### config.mk
export PLATFORM = sky130hd
export DESIGN_NAME = spi_cmd_regs
export DESIGN_NICKNAME = d
export VERILOG_FILES = /design/src/rtl/spi_cmd_regs.sv
export SDC_FILE = /design/constraint.sdc
export NUM_CORES = 1
export LEC_CHECK = 0
export ABC_AREA = 1
export CORE_MARGIN = 2
export CORE_UTILIZATION = 57
export DETAILED_ROUTE_END_ITERATION = 8
export PLACE_DENSITY = 0.82
export SYNTH_ARGS = -nofsm -noshare
export SYNTH_HDL_FRONTEND = slang
export SYNTH_SLANG_ARGS = --single-unit
export TNS_END_PERCENT = 50
### constraint.sdc
create_clock -name clk -period 3.4 [get_ports clk]
set_input_delay 0.68 -clock clk [delete_from_list [all_inputs] [get_ports clk]]
set_output_delay 0.68 -clock clk [all_outputs]
set_load 0.01 [all_outputs]
### src/rtl/spi_cmd_regs.sv
module spi_cmd_regs #(
  parameter int NUM_CMP     = 4,
  parameter int STATE_W     = 10,
  parameter int SYNC_STAGES = 2
) (
  input  logic                   clk,
  input  logic                   rst_n,
  input  logic                   en_n,
  input  logic                   sclk,
  input  logic                   cs_n,
  input  logic                   mosi,
  input  logic                   latch_n,
  output logic                   miso,
  output logic [STATE_W-1:0]     act_state,
  output logic [32*NUM_CMP-1:0]  cmp_val,
  output logic                   past_mode,
  output logic                   inv_mode
);
  localparam int FRAME_W = 32;
  localparam int HALF_W  = FRAME_W / 2;
  localparam logic [7:0] OP_WR = 8'h02;
  localparam logic [7:0] OP_RD = 8'h01;
  localparam logic [3:0] SYNC_IDLE = 4'b1010;

  logic [3:0] sync_q [SYNC_STAGES];
  logic [2:0] prev_q;
  logic [3:0] cur;

  always_ff @(posedge clk) begin
    if (!rst_n) begin
      for (int i = 0; i < SYNC_STAGES; i++) sync_q[i] <= SYNC_IDLE;
      prev_q <= {SYNC_IDLE[3], SYNC_IDLE[1:0]};
    end else begin
      sync_q[0] <= {latch_n, mosi, cs_n, sclk};
      for (int i = 1; i < SYNC_STAGES; i++) sync_q[i] <= sync_q[i-1];
      prev_q <= {cur[3], cur[1:0]};
    end
  end

  assign cur = sync_q[SYNC_STAGES-1];

  logic sclk_rise, sclk_fall, cs_rise, lat_fire;
  assign sclk_rise = !en_n && !cur[1] &&  cur[0] && !prev_q[0];
  assign sclk_fall = !en_n && !cur[1] && !cur[0] &&  prev_q[0];
  assign cs_rise   =  cur[1] && !prev_q[1];
  assign lat_fire  = !en_n &&  cur[1] && !cur[3] && prev_q[2];

  logic [FRAME_W-1:0] frame;
  always_ff @(posedge clk) begin
    if (!rst_n)         frame <= '0;
    else if (sclk_rise) frame <= {frame[FRAME_W-2:0], cur[2]};
  end

  logic [7:0]        op, addr;
  logic [HALF_W-1:0] wdata;
  logic              is_trig, wr_fire, rd_fire;
  assign op      = frame[31:24];
  assign addr    = frame[23:16];
  assign wdata   = frame[15:0];
  assign is_trig = frame[31:30] == 2'b00 && frame[27:24] == 4'h8 && frame[23:0] == 24'h0;
  assign wr_fire = lat_fire && op == OP_WR;
  assign rd_fire = lat_fire && op == OP_RD;

  always_ff @(posedge clk) begin
    if (!rst_n)                        act_state <= '0;
    else if (wr_fire && addr == 8'h00) act_state <= wdata[STATE_W-1:0];
  end

  for (genvar g = 0; g < NUM_CMP; g++) begin : g_cmp
    logic [FRAME_W-1:0] val_q;
    always_ff @(posedge clk) begin
      if (!rst_n)                              val_q <= '0;
      else if (wr_fire && addr == 8'(2 + 2*g)) val_q[HALF_W-1:0] <= wdata;
      else if (wr_fire && addr == 8'(3 + 2*g)) val_q[FRAME_W-1:HALF_W] <= wdata;
    end
    assign cmp_val[32*g +: 32] = val_q;
  end

  always_ff @(posedge clk) begin
    if (!rst_n) begin
      past_mode <= 1'b0;
      inv_mode  <= 1'b0;
    end else if (lat_fire && is_trig) begin
      past_mode <= frame[29];
      inv_mode  <= frame[28];
    end
  end

  logic [HALF_W-1:0] rdata;
  always_comb begin
    rdata = '0;
    if (addr == 8'h00) rdata[STATE_W-1:0] = act_state;
    for (int k = 0; k < NUM_CMP; k++) begin
      if (addr == 8'(2 + 2*k)) rdata = cmp_val[32*k +: HALF_W];
      if (addr == 8'(3 + 2*k)) rdata = cmp_val[32*k + HALF_W +: HALF_W];
    end
  end

  logic [FRAME_W-1:0] rb_q;
  always_ff @(posedge clk) begin
    if (!rst_n)         rb_q <= '0;
    else if (rd_fire)   rb_q <= {rdata, {HALF_W{1'b0}}};
    else if (cs_rise)   rb_q <= '0;
    else if (sclk_fall) rb_q <= {rb_q[FRAME_W-2:0], 1'b0};
  end

  assign miso = rb_q[FRAME_W-1];
endmodule

==> results.txt <==
The number of flip-flops and latches in the synthesized netlist is 199. Timing would allow up to 376 MHz. In the global route stage, met2 resource usage came out at 51.3%.

The share of final-layout standard cells stronger than drive strength 1 was 10.8%. The path class of the tightest hold or removal check is flop to flop. Summed over all failing endpoints, the final setup total negative slack is 0 ns. Initial antenna violation count: 1. The floorplan has 44 rows.

Global routing finished with a remaining overflow of 0. The number of nets handed over by synthesis was 1,065. The run gives 2 as the clock tree buffer depth. The logs give 3.76 ns for the data required time of the worst path and 44.8% for the clock share of power.

The tools report the combinational cell fraction of total power as 2.3%. Once the clock tree was built, the setup fixing pass inserted 0 buffers. The total area inside the core boundary comes to 0.0144 mm2.

The switching power share of the total is 21.8%. The logs give 1,180 for the net total in the final layout and 0.737 ns for the post-route worst setup slack. Measured along the y axis, the die boundary spans 125 um.

OpenSTA, run right after detailed placement, puts the worst setup slack at 0.512 ns. In this run the register-to-register setup slack is 0.74 ns. The first global-routing pass estimated 40,900 um of wire. The worst hold path passes through 2 cells. The run finished with clean final reports.

After detailed routing, the number of vias per cell comes to 5.99. Along the worst path, the maximum fanout reaches 36. Compared with the post-synthesis result, the final layout area differs by 25.5%. The internal power summed over all cells is 3.47 mW. Registers are responsible for 52.9% of the overall power. In this run the critical register-to-register path is captured at g_cmp[1].val_q[0]. The worst path uses 78.3% of the clock period. The HPWL after detailed placement is 17,100 um. The finished cells cover 0.0105 mm2. For the pin count of the biggest net entering global routing, the log shows 104. In this run the most used layer during global routing was met2.

The final-report hold violation count was 0. TritonCTS created 17 clock buffers. Global routing used 6.72% of the available met3 tracks.

The detailed router finished its first iteration with 1,040 violations. For the pin with the worst max-slew slack, the measured transition is 0.956 ns. VDD sags by at most 315 uV. For this design the total switching power over the nets is 0.968 mW. The sink count of the clock tree was 199; the die boundary width was 125 um. The tools report the post-cts resize count as 0. The number of pins exceeding their max-slew limit in the final report was 0.

For this run, the detailed router's first-pass iteration total came to 7. The count of buffers added on input and output ports is 147. Clock tree synthesis selected as its root buffer the cell sky130_fd_sc_hd__clkbuf_16. Sequential cells were found to cover 47.7% of the synthesized design area. The critical path in this run is classified as flop to flop. Source of the worst hold timing path: sync_q[0][0]. The run gives 26,200 um as the overall routed net length. The synthesized netlist contains 32 unique library cells.

Once placement finished, the instance area stood at 0.00991 mm2. Dividing total power by cell area gives a power density of 423 mW/mm2. The worst path needs 2.66 ns of the cycle, external delays included. The startpoint identified for the worst register-to-register timing path is frame[22]. The number of hold buffers added after CTS was 0. In the synthesized netlist, the number of instances is 1,058.

Delay of the slowest critical-path stage: 0.50 ns. In the global route stage, overall resource usage came out at 33.0%. The initial utilization of the core area, before any placement, comes to 57.9%. The tools report the tightest slew margin relative to the limit as 36.3%. The die covers 0.0156 mm2. The routability congestion estimate is 0.916, and the post-route clock skew is 0.00756 ns.

The worst-case reg-to-reg path depth was 12; the overall via count from detail_route was 8,211. The overall power after layout came out at 4.43 mW. The logs give 0 for the number of warning messages in the yosys log and 0.44 ns for the clock latency of the later-clocked register in the worst-skew pair. For the antenna diode count, the log shows 0. Setup repair after global routing left no endpoint under its margin. The signal on the critical path passes through nor2_1 > nand2_1 > buf_4 > inv_2 > nand2_1 > nor2_1 > buf_4 > inv_2 > nor2_1 > buf_4 > o21ai_0 > a21oi_1. 148 I/O pins were placed.

The clock-pin slew of the registers on the worst-case setup and hold paths is 0.07 ns. The worst setup path is captured at a flop. For the final antenna-violating net count, the log shows 0. Each instance of the synthesized netlist takes up on average 7.90 um2. The number of global-route vias before repair is 7,450, and the number of setup violations in the final report is 0. In the routed design, unresolved DRC markers number 0. Across the run, the number of max-cap violations was 0. The analysis attributes to cell leakage a power of 3.84 nW.

For hold timing, the worst endpoint is sync_q[0][4]. The largest individual stage delay along the critical path comes from the cell sky130_fd_sc_hd__inv_2. Startpoint kind of the worst setup timing path: a flop.

The mapped netlist covers 0.00835 mm2. TritonCTS built the clock tree. The post-detailed-route wirelength per cell works out to 19.1 um.

The worst endpoint data arrival time came out at 3.02 ns. The run gives 4 as the count of H-tree levels built during CTS. The met1 demand-to-capacity share in global routing is 44.1%.
## sequential cells by signal, indices dropped and copies added, names as in the netlist
name         count
rb_q            16
act_state       10
past_mode        1
prev_q           3
inv_mode         1
g_cmp.val_q    128
frame           32
sync_q           8
## placed cells by master, fill, tap and decap left out, drive strengths merged
cell type      instances
clkbuf                20
o21ai                116
inv                   62
mux2                   1
o21bai                 1
bufinv                 2
nand2                143
nor2                 147
clkinv                17
or2                   13
clkinvlp               3
a211oi                80
dfxtp                199
buf                   27
nand4                 15
nand3                 53
o2111ai                6
clkdlybuf4s50        146
nor4                   5
nor4b                  1
nor3                  12
a21oi                117
## worst max-delay path: cells and delay by family, from the launching register on
family / cells / cell delay, ns
AOI/OAI and AO/OA: 2 / 0.36
buffers and inverters: 5 / 1.27
DFF: 1 / 0.33
and+or+nand+nor: 5 / 0.60
## layer usage
layer	share of wire [%]	wire [um]
met1	41	10700
met2	45	11900
met3	9.5	2480
met4	4.4	1150
met5	0.050	13
## worst max-delay path by stage
stage	start	end	slack (ns)	cells past startpoint
2_1_floorplan	en_n	g_cmp[2].val_q[25]	1.31	6
3_3_place_gp	en_n	g_cmp[2].val_q[25]	0.61	8
3_5_place_dp	en_n	g_cmp[0].val_q[27]	0.51	8
4_1_cts	frame[22]	g_cmp[1].val_q[0]	0.82	12
5_1_grt	frame[22]	g_cmp[3].val_q[7]	0.51	11
6_report	frame[22]	g_cmp[1].val_q[0]	0.74	12
## logic make-up after synthesis
kind of cell | synth area share [%]
AND/OR/NAND/NOR | 20.7
flip-flops | 47.7
multiplexers | 0.135
AO/OA/AOI/OAI | 24.1
buffers and inverters | 7.35
## synthesized netlist by cell type (all sizes together)
| cell | count | share of area [%] |
|---|---|---|
| a211oi | 80 | 9.4 |
| a21oi | 117 | 7.0 |
| buf | 31 | 2.1 |
| clkbuf | 46 | 2.1 |
| clkinv | 10 | 0.45 |
| dfxtp | 199 | 48 |
| inv | 62 | 2.8 |
| mux2 | 1 | 0.13 |
| nand2 | 143 | 6.6 |
| nand3 | 53 | 3.2 |
| nand4 | 15 | 1.1 |
| nor2 | 147 | 6.7 |
| nor3 | 12 | 1.1 |
| nor4 | 5 | 0.99 |
| nor4b | 1 | 0.10 |
| o2111ai | 6 | 0.63 |
| o21ai | 116 | 6.9 |
| o21bai | 1 | 0.090 |
| or2 | 13 | 0.97 |
## per-stage QoR
step | hold slack, ns | std cells | utilization [%]
after CTS | 0.413 | 1370 | 72.7
after floorplan | 0.390 | 1058 | -
after detailed placement | 0.396 | 1338 | 68.7
after global routing | 0.429 | 1370 | 72.7
after global placement | 0.392 | 1338 | 68.7
final | 0.411 | 1370 | 72.7
## cell type report
cell class,instances,area (um2)
clock inverters,12,129
clock buffers,20,447
inverters,72,272
fillers,1108,3940
repair buffers,173,1660
multi-input cells,710,3760
flip-flops and latches,199,3980
well taps,184,230
## power groups by stage
stage / clock network [mW] / logic, mW / registers, mW
2_1_floorplan: 0 / 0.0654 / 2.40
3_3_place_gp: 0 / 0.0969 / 2.40
3_5_place_dp: 0 / 0.0987 / 2.40
4_1_cts: 1.98 / 0.0994 / 2.35
5_1_grt: 2.07 / 0.109 / 2.35
6_report: 1.99 / 0.103 / 2.35
No activity file was read; power rests on OpenSTA's default activity.
